[src/rtl/pwr_wake_pkg.sv]
package pwr_wake_pkg;
  localparam int PW_STATE_W = 3;
  localparam int PW_PROG_W  = 2;

  typedef enum logic [PW_STATE_W-1:0] {
    PW_D0     = 3'd0,
    PW_D1     = 3'd1,
    PW_D2     = 3'd2,
    PW_D3HOT  = 3'd3,
    PW_D3COLD = 3'd4
  } pw_state_e;
endpackage

[src/rtl/pw_cfg_regs.sv]
module pw_cfg_regs
  import pwr_wake_pkg::*;
#(
  parameter int N_EVT = 4
) (
  input  logic                 clk_i,
  input  logic                 rst_ni,
  input  logic                 bus_pwr_ok_i,
  input  logic                 cfg_we_i,
  input  logic [PW_PROG_W-1:0] cfg_pstate_i,
  input  logic                 cfg_pin_en_i,
  input  logic [N_EVT-1:0]     cfg_evt_en_i,
  output pw_state_e            state_o,
  output logic                 pin_en_o,
  output logic [N_EVT-1:0]     evt_en_o
);
  logic [PW_PROG_W-1:0] prog_q;
  logic                 pin_en_q;
  logic [N_EVT-1:0]     evt_en_q;
  logic                 bus_q;
  logic                 pwr_back;

  assign pwr_back = bus_pwr_ok_i & ~bus_q;

  always_ff @(posedge clk_i or negedge rst_ni) begin
    if (!rst_ni) begin
      prog_q   <= '0;
      pin_en_q <= 1'b0;
      evt_en_q <= '0;
      bus_q    <= 1'b1;
    end else begin
      bus_q <= bus_pwr_ok_i;
      if (pwr_back) begin
        // return from D3cold: back to D0, pin assertion off
        prog_q   <= '0;
        pin_en_q <= 1'b0;
      end else if (cfg_we_i && bus_pwr_ok_i) begin
        prog_q   <= cfg_pstate_i;
        pin_en_q <= cfg_pin_en_i;
        evt_en_q <= cfg_evt_en_i;
      end
    end
  end

  assign state_o  = bus_pwr_ok_i ? pw_state_e'({1'b0, prog_q}) : PW_D3COLD;
  assign pin_en_o = pin_en_q;
  assign evt_en_o = evt_en_q;
endmodule

[src/rtl/pw_rx_gate.sv]
module pw_rx_gate
  import pwr_wake_pkg::*;
#(
  parameter int N_EVT = 4
) (
  input  pw_state_e        state_i,
  input  logic             pin_en_i,
  input  logic [N_EVT-1:0] evt_en_i,
  input  logic             pkt_vld_i,
  input  logic [N_EVT-1:0] pkt_type_i,
  output logic             rx_alive_o,
  output logic             accept_o,
  output logic             match_o,
  output logic             bus_init_o
);
  logic [N_EVT-1:0] hit;
  logic             any_evt;

  for (genvar i = 0; i < N_EVT; i++) begin : g_hit
    assign hit[i] = pkt_type_i[i] & evt_en_i[i];
  end

  assign match_o = |hit;
  assign any_evt = |evt_en_i;

  always_comb begin
    unique case (state_i)
      PW_D0, PW_D1, PW_D2: rx_alive_o = 1'b1;
      PW_D3HOT:            rx_alive_o = pin_en_i;
      PW_D3COLD:           rx_alive_o = pin_en_i & any_evt;
      default:             rx_alive_o = 1'b0;
    endcase
  end

  // wake-pin enable adds type filtering in every state
  assign accept_o   = pkt_vld_i & rx_alive_o & (~pin_en_i | match_o);
  assign bus_init_o = (state_i == PW_D0);
endmodule

[src/rtl/pw_wake_latch.sv]
module pw_wake_latch (
  input  logic clk_i,
  input  logic rst_ni,
  input  logic set_i,
  input  logic clr_i,
  output logic sts_o
);
  always_ff @(posedge clk_i or negedge rst_ni) begin
    if (!rst_ni)     sts_o <= 1'b0;
    else if (set_i)  sts_o <= 1'b1;
    else if (clr_i)  sts_o <= 1'b0;
  end
endmodule

[src/rtl/pwr_wake_ctrl.sv]
module pwr_wake_ctrl
  import pwr_wake_pkg::*;
#(
  parameter int N_EVT = 4
) (
  input  logic                  clk_i,
  input  logic                  rst_ni,
  input  logic                  bus_pwr_ok_i,
  input  logic                  cfg_we_i,
  input  logic [PW_PROG_W-1:0]  cfg_pstate_i,
  input  logic                  cfg_pin_en_i,
  input  logic [N_EVT-1:0]      cfg_evt_en_i,
  input  logic                  wake_clr_i,
  input  logic                  pkt_vld_i,
  input  logic                  pkt_eof_i,
  input  logic [N_EVT-1:0]      pkt_type_i,
  output logic [PW_STATE_W-1:0] pwr_state_o,
  output logic                  rx_alive_o,
  output logic                  pkt_accept_o,
  output logic                  bus_init_ok_o,
  output logic                  wake_sts_o,
  output logic                  pme_n_o
);
  pw_state_e        state;
  logic             pin_en;
  logic [N_EVT-1:0] evt_en;
  logic             match;
  logic             wake_set;

  pw_cfg_regs #(.N_EVT(N_EVT)) u_cfg (
    .clk_i        (clk_i),
    .rst_ni       (rst_ni),
    .bus_pwr_ok_i (bus_pwr_ok_i),
    .cfg_we_i     (cfg_we_i),
    .cfg_pstate_i (cfg_pstate_i),
    .cfg_pin_en_i (cfg_pin_en_i),
    .cfg_evt_en_i (cfg_evt_en_i),
    .state_o      (state),
    .pin_en_o     (pin_en),
    .evt_en_o     (evt_en)
  );

  pw_rx_gate #(.N_EVT(N_EVT)) u_gate (
    .state_i    (state),
    .pin_en_i   (pin_en),
    .evt_en_i   (evt_en),
    .pkt_vld_i  (pkt_vld_i),
    .pkt_type_i (pkt_type_i),
    .rx_alive_o (rx_alive_o),
    .accept_o   (pkt_accept_o),
    .match_o    (match),
    .bus_init_o (bus_init_ok_o)
  );

  assign wake_set = pkt_eof_i & pkt_accept_o & pin_en & match;

  pw_wake_latch u_wake (
    .clk_i  (clk_i),
    .rst_ni (rst_ni),
    .set_i  (wake_set),
    .clr_i  (wake_clr_i),
    .sts_o  (wake_sts_o)
  );

  assign pwr_state_o = state;
  assign pme_n_o     = ~(wake_sts_o & pin_en);
endmodule

[config.mk]
export PLATFORM = sky130hd
export DESIGN_NAME = pwr_wake_ctrl
export DESIGN_NICKNAME = d
export VERILOG_FILES = /design/src/rtl/pwr_wake_pkg.sv /design/src/rtl/pw_cfg_regs.sv /design/src/rtl/pw_rx_gate.sv /design/src/rtl/pw_wake_latch.sv /design/src/rtl/pwr_wake_ctrl.sv
export SDC_FILE = /design/constraint.sdc
export NUM_CORES = 1
export LEC_CHECK = 0
export BUFFER_PORTS_ARGS = -buffer_cell sky130_fd_sc_hd__buf_4
export CORE_UTILIZATION = 30
export CTS_CLUSTER_SIZE = 28
export DETAILED_ROUTE_END_ITERATION = 7
export PLACE_DENSITY = 0.65
export SKIP_CTS_REPAIR_TIMING = 1
export SYNTH_ARGS = -nofsm -noshare
export SYNTH_HDL_FRONTEND = slang
export SYNTH_HIERARCHICAL = 1
export SYNTH_SLANG_ARGS = --single-unit
[constraint.sdc]
create_clock -name clk_i -period 1.4 [get_ports clk_i]
set_input_delay 0.14 -clock clk_i [delete_from_list [all_inputs] [get_ports clk_i]]
set_output_delay 0.14 -clock clk_i [all_outputs]
set_load 0.02 [all_outputs]
==> impl_metrics.yaml, run 1 <==
synth:
  post_synth_top_flop: "dfrtp_1"
  synth_top_family_by_area: "simple AND/OR/NAND/NOR gates"
  synth-adder-area-share: 0
  seq_area_frac_synth: 0.468
  syn_area_um2: 484
  synth_cell_type_count: 22
  synth-xor-area-share: 0
  synthMostInstantiatedCell: "dfrtp_1"
  synth_cells: 42
  number_of_flops_mapped_to_enable_cells_by_yosys: 0
  synth-seq-cells: 9
  ys_async_sr_fraction: 1.00
  synth.avg_cell_area_um2: 11.5
  synthTopCellsByArea: "dfrtp_1, mux2_4, dfstp_2"
  syn_nets: 60
  synth.top_cells.by_count: "dfrtp_1, inv_1, mux2_4"
  synth_warnings: 6
  synth_mux_area_frac: 0.124
  synth_top_area_share: 0.413
  synth_area_leader_cell: "dfrtp_1"
  synth-simple-area-share: 0.196
  synth-compound-area-share: 0.165
min_path:
  worstHoldPathType: "input port to flip-flop"
  min_delay_worst_endpoint: "u_cfg/bus_q$_DFF_PN1_"
  hold_path.startpoint: "bus_pwr_ok_i"
  holdPathStages: 1
global_routing:
  grt_start_max_net_pins: 11
  grt_pass1_vias: 446
  grt_antenna_before_repair: 0
  gr-total-overflow: 0
  groute.usage.overall: 0.137
  grt_first_pass_wirelength_um: 1820
layout:
  final_nets: 91
  final_layout_size_suffix_gt1_frac: 0.583
  layout-area-overhead-vs-synth_pct: 61.0
  insertedDiodeCount: 0
routing:
  drt_pre_antenna_iters: 3
  route.detailed.drc: 0
  drt-wirelength-per-cell_um: 13.5
  drt_iter0_markers: 5
  detail_route.vias_per_cell: 4.92
  route.antenna.remaining_nets: 0
  final_wirelength_um: 1190
  via_count: 433
timing:
  final_hold_viol_count: 0
  crit_path_setup_slack_layout_ps: -186
  worst_slew_margin_rel: 0.821
  worstMarginPinSlew_ps: 267
  period_needed_ps: 1590
  timing.hold.ws_ps: 53.2
  skew_ps: 7.10
  finalSetupViolations: 3
  slew_violations: 0
  min_period_over_period: 1.13
  timing.fmax_mhz: 630
  rsz0062_at_grt: "yes"
power_and_ir_drop:
  leakagePower_nw: 0.407
  worst_ir_drop_on_vdd_mv: 0.519
  total_power_uw: 748
  power.density_cell_area_nw_per_um2: 959
floorplanning:
  pin_count: 26
  placement_rows: 14
  die_w_um: 42.2
  die_h_um: 42.2
  die_area_um2: 1780
  core_area_um2: 1510
  start_util: 0.321
setup_path:
  register_to_register_setup_slack_ps: -60
  worstSetupPathType: "flip-flop to output pin"
  r2r-start: "u_cfg/evt_en_o[3]$_DFFE_PN0P_"
  critical_path_peak_fanout: 3
  cpPeakStageDelay_ps: 430
  required_ps: 1260
  worst_r2r_path_depth: 5
  end_kind: "output pin"
  timing.critical_path.from_type: "flip-flop"
  r2r_end: "u_wake/sts_o$_DFFE_PN0P_"
  path_cells: "nor4_4, o31ai_4, and4_4, buf_6"
  critical_path_arrival_ps: 1450
  crit_path_top_delay_cell: "dfrtp_1"
clocking:
  cts_buffers: 3
  clock_sinks: 9
  clk_path_buf_depth: 2
  cts_max_level: 1
  tritoncts: "built"
  clkLatencyLatePin_ps: 260
  clk_root_buffer_cell: "clkbuf_4"
  clkTransAtPathRegs_ps: 60
placed_design:
  detailedPlace.worstSlack_ps: -8.45
  portBuffers: 25
  dpl.hpwl_um: 835
  finalWeightedCongestion: 0.740
run_status:
  status: "finished with violations"
  violated_checks: "negative setup slack"
flow_run:
  cap_viol_max_count: 0
[power by group]
part / switching [mW] / internal [mW] / leakage, nW
combinational: 0.0848 / 0.134 / 0.281
sequential: 0.0399 / 0.292 / 0.112
clock: 0.0875 / 0.110 / 0.0150
[area by class of cell]
class / instances / area, um^2
Inverter: 4 / 15.0
Multi-Input combinational cell: 28 / 279
Fill cell: 149 / 727
Clock buffer: 4 / 26.3
Tap cell: 16 / 20.0
Sequential cell: 9 / 226
Timing Repair Buffer: 27 / 213
[how the worst max path moves through the flow]
stage                             startpoint                       end  cells past startpoint
2_1_floorplan    u_cfg/prog_q[1]$_DFFE_PN0P_  u_wake/sts_o$_DFFE_PN0P_                      5
4_1_cts        u_cfg/evt_en_o[1]$_DFFE_PN0P_                rx_alive_o                      4
6_report       u_cfg/evt_en_o[3]$_DFFE_PN0P_              pkt_accept_o                      4
3_5_place_dp   u_cfg/evt_en_o[1]$_DFFE_PN0P_  u_wake/sts_o$_DFFE_PN0P_                      5
3_3_place_gp   u_cfg/evt_en_o[1]$_DFFE_PN0P_  u_wake/sts_o$_DFFE_PN0P_                      5
5_1_grt          u_cfg/prog_q[1]$_DFFE_PN0P_              pkt_accept_o                      4
[cell usage in the layout, fill, tap and decap left out, types with 3 or more instances in the layout]
| cell type | n |
|---|---|
| mux2_4 | 4 |
| nand2_1 | 3 |
| clkbuf_4 | 3 |
| and2_4 | 3 |
| dfrtp_1 | 8 |
| buf_4 | 24 |
| inv_1 | 4 |
[state kept, by name (all words and copies together), names as in the netlist]
signal and cells:
u_cfg/bus_q 1, u_cfg/evt_en_o 4, u_cfg/pin_en_o 1, u_cfg/prog_q 2, u_wake/sts_o 1
[stage by stage]
| step | instances | TNS, ps | area (um^2) | utilization |
|---|---|---|---|---|
| 2_1_floorplan | 42 | 0 | 494 | - |
| 3_3_place_gp | 82 | 0 | 694 | 0.461 |
| 3_5_place_dp | 82 | -8.45 | 694 | 0.461 |
| 4_1_cts | 86 | -379 | 721 | 0.478 |
| 5_1_grt | 88 | -521 | 779 | 0.517 |
| 6_report | 88 | -389 | 779 | 0.517 |
[worst max-delay path: cells and delay by family (launching register included)]
kind / cells / cell delay, ps
simple gates: 2 / 520
compound gates: 1 / 120
buf+inv: 1 / 120
flops: 1 / 430
[kinds of logic after synthesis]
logic type	count (synthesis)
simple gates	14
mux	4
compound gates	10
flops	9
buf+inv	5
[routing by layer]
layer / vias to the layer above / routed length, um / global-route usage
met5: - / 0 / 0
met4: 0 / 0 / 0.0750
met3: 0 / 54 / 0.0259
met2: 16 / 626 / 0.225
met1: 201 / 507 / 0.168
li1: 216 / - / -
Power figures use the tool's default switching activity.
==> run 2: changes to the inputs <==
Settings changed: PLACE_DENSITY 0.65 to 0.67, SYNTH_HIERARCHICAL 1 to unset.
==> impl_metrics.yaml, run 2 <==
synth:
  synth_cells: 38
  syn_nets: 56
  seq_area_frac_synth: 0.534
  synth_area_leader_cell: "dfrtp_1"
  synth-seq-cells: 9
  synth_cell_type_count: 19
  synthTopCellsByArea: "dfrtp_1, mux2_1, dfstp_2"
  synth.avg_cell_area_um2: 11.2
  syn_area_um2: 424
  synth.top_cells.by_count: "dfrtp_1, mux2_1, a22o_1, inv_1"
  synth_top_area_share: 0.472
  number_of_flops_mapped_to_enable_cells_by_yosys: 0
  ys_async_sr_fraction: 1.00
  post_synth_top_flop: "dfrtp_1"
  synth_warnings: 0
  synthMostInstantiatedCell: "dfrtp_1"
layout:
  layout-area-overhead-vs-synth_pct: 68.4
  insertedDiodeCount: 0
  layout.cells.most_common: "buf_4"
  final_cells: 87
  final_layout_size_suffix_gt1_frac: 0.514
  final_core_utilization: 0.549
  largest_register_ffs: 4
  mostFrequentLayoutCells: "buf_4, dfrtp_1, mux2_1"
  final_nets: 91
floorplanning:
  die_h_um: 39.6
  core_area_um2: 1300
  die_w_um: 39.6
  placement_rows: 13
  die_area_um2: 1570
  pin_count: 26
  start_util: 0.326
clocking:
  clk_root_buffer_cell: "clkbuf_4"
  cts_buffers: 3
  clkLatencyLatePin_ps: 260
  clkTransAtPathRegs_ps: 60
  cts_max_level: 1
  clock_sinks: 9
  tritoncts: "built"
  clk_path_buf_depth: 2
timing:
  skew_ps: 3.05
  rsz0062_at_grt: "yes"
  slew_violations: 0
  worst_slew_margin_rel: 0.830
  timing.hold.ws_ps: 92.5
  period_needed_ps: 1800
  min_period_over_period: 1.28
  fin_setup_tns_ps: -777
  finalSetupViolations: 2
  worstMarginPinSlew_ps: 254
  final_hold_viol_count: 0
  timing.fmax_mhz: 557
  crit_path_setup_slack_layout_ps: -395
setup_path:
  worstSetupPathType: "flip-flop to output pin"
  critical_path_arrival_ps: 1660
  critical_path_peak_fanout: 2
  end_kind: "output pin"
  timing.critical_path.from_type: "flip-flop"
  required_ps: 1260
routing:
  drt_pre_antenna_iters: 2
  drt-wirelength-per-cell_um: 11.2
  detail_route.vias_per_cell: 4.77
  via_count: 415
  final_wirelength_um: 972
  drt_iter0_markers: 7
  route.detailed.drc: 0
  route.antenna.remaining_nets: 0
global_routing:
  groute.usage.overall: 0.167
  grt_start_max_net_pins: 10
  grt_first_pass_wirelength_um: 1630
  grt_antenna_before_repair: 0
  gr-total-overflow: 0
  grt_pass1_vias: 389
run_status:
  status: "finished with violations"
  violated_checks: "negative setup slack"
power_and_ir_drop:
  worst_ir_drop_on_vdd_mv: 0.758
  power.density_cell_area_nw_per_um2: 1000
  leakagePower_nw: 0.367
  total_power_uw: 718
placed_design:
  portBuffers: 25
  dpl.hpwl_um: 807
  finalWeightedCongestion: 0.659
  place.detailed.instances: 81
flow_run:
  cap_viol_max_count: 0
min_path:
  worstHoldPathType: "input port to flip-flop"
-- run 2: cell count changes after synthesis, sizes merged, moves of 2 or more --
| cell | delta |
|---|---|
| a22o | +2 |
| and2 | -2 |
| and3 | +2 |
| and4 | -2 |
| o21ai | +2 |
-- run 2: worst paths after layout --
path / startpoint / cells past startpoint / slack, ps / endpoint
min in group asynchronous: rst_ni / 2 / 230 / u_wake.sts_o$_DFFE_PN0P_
hold reg to reg: u_cfg.evt_en_o[3]$_DFFE_PN0P_ / 1 / 540 / u_cfg.evt_en_o[3]$_DFFE_PN0P_
hold / removal: cfg_evt_en_i[0] / 2 / 90 / u_cfg.evt_en_o[0]$_DFFE_PN0P_
max in group asynchronous: rst_ni / 2 / 950 / u_cfg.bus_q$_DFF_PN1_
setup / recovery: u_cfg.evt_en_o[2]$_DFFE_PN0P_ / 4 / -400 / pkt_accept_o
setup reg to reg: u_cfg.bus_q$_DFF_PN1_ / 2 / 100 / u_cfg.evt_en_o[2]$_DFFE_PN0P_
-- run 2: area by class of cell --
cell class	instances	area, um^2
Sequential cell	9	226
Clock buffer	4	26.3
Inverter	3	11.3
Fill cell	142	587
Timing Repair Buffer	31	243
Multi-Input combinational cell	25	189
Tap cell	15	18.8
-- run 2: power breakdown --
group,internal (mW),switching (mW)
clock network,0.110,0.0909
logic,0.121,0.0790
registers,0.294,0.0229
total,0.525,0.193
-- run 2: cells by family (layout without fill, tap and decap cells) --
| family | Yosys count | count (layout) | share of synthesized area |
|---|---|---|---|
| AOI/OAI and AO/OA | 10 | 10 | 0.183 |
| buffers and inverters | 4 | 38 | 0.0354 |
| DFF | 9 | 9 | 0.534 |
| muxes | 4 | 4 | 0.106 |
| and+or+nand+nor | 11 | 11 | 0.142 |
-- run 2: metal layers --
layer | routed length [um] | track usage | share of wire
met1 | 385 | 0.194 | 0.40
met2 | 498 | 0.250 | 0.51
met5 | 0 | 0 | 0
met3 | 79 | 0.102 | 0.081
met4 | 8 | 0.0517 | 0.0082
-- run 2: critical path, stage by stage (launching register included) --
cell	delay [ps]
dfrtp_1	370
or4_1	510
o22a_2	240
and3_4	150
buf_6	120
-- run 2: per-stage QoR --
stage / worst slack, ps / cell area (um^2)
2_1_floorplan: -69.1 / 430
3_3_place_gp: -121 / 663
3_5_place_dp: -140 / 663
4_1_cts: -440 / 689
5_1_grt: -444 / 714
6_report: -395 / 714
==> run 3: changes to the inputs <==
Settings changed: BUFFER_PORTS_ARGS -buffer_cell sky130_fd_sc_hd__buf_4 to -buffer_cell sky130_fd_sc_hd__buf_2, PLACE_DENSITY 0.67 to 0.7.
Clock period 1.4 ns to 1.5 ns, I/O delays scaled along.
==> impl_metrics.yaml, run 3 (same netlist as run 2, synthesis figures left out) <==
run_status:
  status: "finished with violations"
  violated_checks: "negative setup slack"
power_and_ir_drop:
  sw_frac_of_total: 0.276
  p_int_uw: 473
  pwr-share-comb: 0.262
  share_seq_of_total_power: 0.454
  worst_ir_drop_on_vdd_mv: 0.508
  pwr-share-clk: 0.284
  sw_pwr_uw: 180
  power.density_cell_area_nw_per_um2: 994
  leakagePower_nw: 0.349
layout:
  final_nets: 91
  fillers: 132
  area_of_combinational_cells_with_multiple_inputs_um2: 189
  postLayoutCellArea_um2: 657
  sequential_cell_area_um2: 226
  largest_register_ffs: 4
  layout.cells.most_common: "buf_2"
  layout-area-overhead-vs-synth_pct: 54.9
  final_core_utilization: 0.505
  mostFrequentLayoutCells: "buf_2, dfrtp_1, buf_4, mux2_1"
  insertedDiodeCount: 0
  final_layout_size_suffix_gt1_frac: 0.514
global_routing:
  grt_antenna_before_repair: 0
  grt_start_max_net_pins: 10
  gr-total-overflow: 0
  grt_pass1_vias: 395
  groute.usage.overall: 0.160
  grt_first_pass_wirelength_um: 1640
placed_design:
  detailedPlace.worstSlack_ps: -51.6
  dpl-instance-area_um2: 593
  finalWeightedCongestion: 0.768
  portBuffers: 25
  dpl.hpwl_um: 741
timing:
  crit_path_setup_slack_layout_ps: -314
  slew_violations: 0
  finalSetupViolations: 2
  fin_setup_tns_ps: -615
  skew_ps: 2.25
  period_needed_ps: 1810
  worstMarginPinSlew_ps: 267
  rsz0062_at_grt: "yes"
  final_hold_viol_count: 0
  worst_slew_margin_rel: 0.822
  min_period_over_period: 1.21
  timing.fmax_mhz: 551
clocking:
  clk_root_buffer_cell: "clkbuf_4"
  clk_path_buf_depth: 2
  clkLatencyLatePin_ps: 260
  cts_buffers: 3
  clkTransAtPathRegs_ps: 60
  cts_max_level: 1
  tritoncts: "built"
  clock_sinks: 9
setup_path:
  timing.critical_path.from_type: "flip-flop"
  cp.buffers_inverters: 1
  worstSetupPathType: "flip-flop to output pin"
  crit_path_top_delay_cell: "or4_1"
  critical_path_peak_fanout: 2
  path_cells: "or4_1, o22a_2, and3_4, buf_6"
  end_kind: "output pin"
  critical_path_arrival_ps: 1660
  cpLargestDelayFamily: "simple AND/OR/NAND/NOR gates"
  required_ps: 1350
  cpPeakStageDelay_ps: 500
routing:
  drt-wirelength-per-cell_um: 11.1
  route.detailed.drc: 0
  drt_pre_antenna_iters: 4
  drt_iter0_markers: 11
  via_count: 432
  detail_route.vias_per_cell: 4.97
  final_wirelength_um: 968
  route.antenna.remaining_nets: 0
floorplanning:
  start_util: 0.326
  die_w_um: 39.6
  placement_rows: 13
  core_area_um2: 1300
  pin_count: 26
  die_h_um: 39.6
  die_area_um2: 1570
flow_run:
  cap_viol_max_count: 0
min_path:
  worstHoldPathType: "input port to flip-flop"
[run 3: cell type report]
cell class                      instances  area share
Inverter                                3      0.0171
Timing Repair Buffer                   31       0.282
Multi-Input combinational cell         25       0.288
Clock buffer                            4      0.0400
Sequential cell                         9       0.345
Tap cell                               15      0.0286
[run 3: through the flow]
stage	power [mW]	std cells	hold slack, ps
6_report	0.653	87	103
4_1_cts	0.637	84	-274
5_1_grt	0.694	87	100
3_5_place_dp	0.447	80	10.2
2_1_floorplan	0.373	38	-146
3_3_place_gp	0.444	80	12.2
[run 3: per-layer routing]
layer,track usage,part of all wire,wire length [um],vias up
li1,-,-,-,207
met1,0.214,0.49,477,209
met2,0.242,0.45,434,16
met3,0.0341,0.058,56,0
met4,0.0776,0,0,0
met5,0,0,0,-
[run 3: power groups by stage]
stage	combinational [mW]	clock (mW)	sequential (mW)
global placement	0.146	0	0.299
finish	0.171	0.186	0.296
global route	0.188	0.205	0.301
floorplan	0.0759	0	0.297
detailed placement	0.147	0	0.300
CTS	0.147	0.194	0.295
[run 3: worst paths after layout]
kind | slack [ps] | depth (start not counted) | start | end
worst min-delay path | 100 | 2 | cfg_evt_en_i[1] | u_cfg.evt_en_o[1]$_DFFE_PN0P_
max in group asynchronous | 980 | 2 | rst_ni | u_cfg.bus_q$_DFF_PN1_
min in group asynchronous | 270 | 2 | rst_ni | u_cfg.evt_en_o[1]$_DFFE_PN0P_
worst max-delay path | -310 | 4 | u_cfg.evt_en_o[2]$_DFFE_PN0P_ | pkt_accept_o
worst min register to register | 520 | 1 | u_cfg.evt_en_o[1]$_DFFE_PN0P_ | u_cfg.evt_en_o[1]$_DFFE_PN0P_
worst max register to register | 170 | 2 | u_cfg.bus_q$_DFF_PN1_ | u_cfg.evt_en_o[2]$_DFFE_PN0P_
[run 3: worst reg2reg max path: cells and delay by family (launching register included)]
family,cells,cell delay [ps]
DFF,1,540
and+or+nand+nor,1,310
muxes,1,360
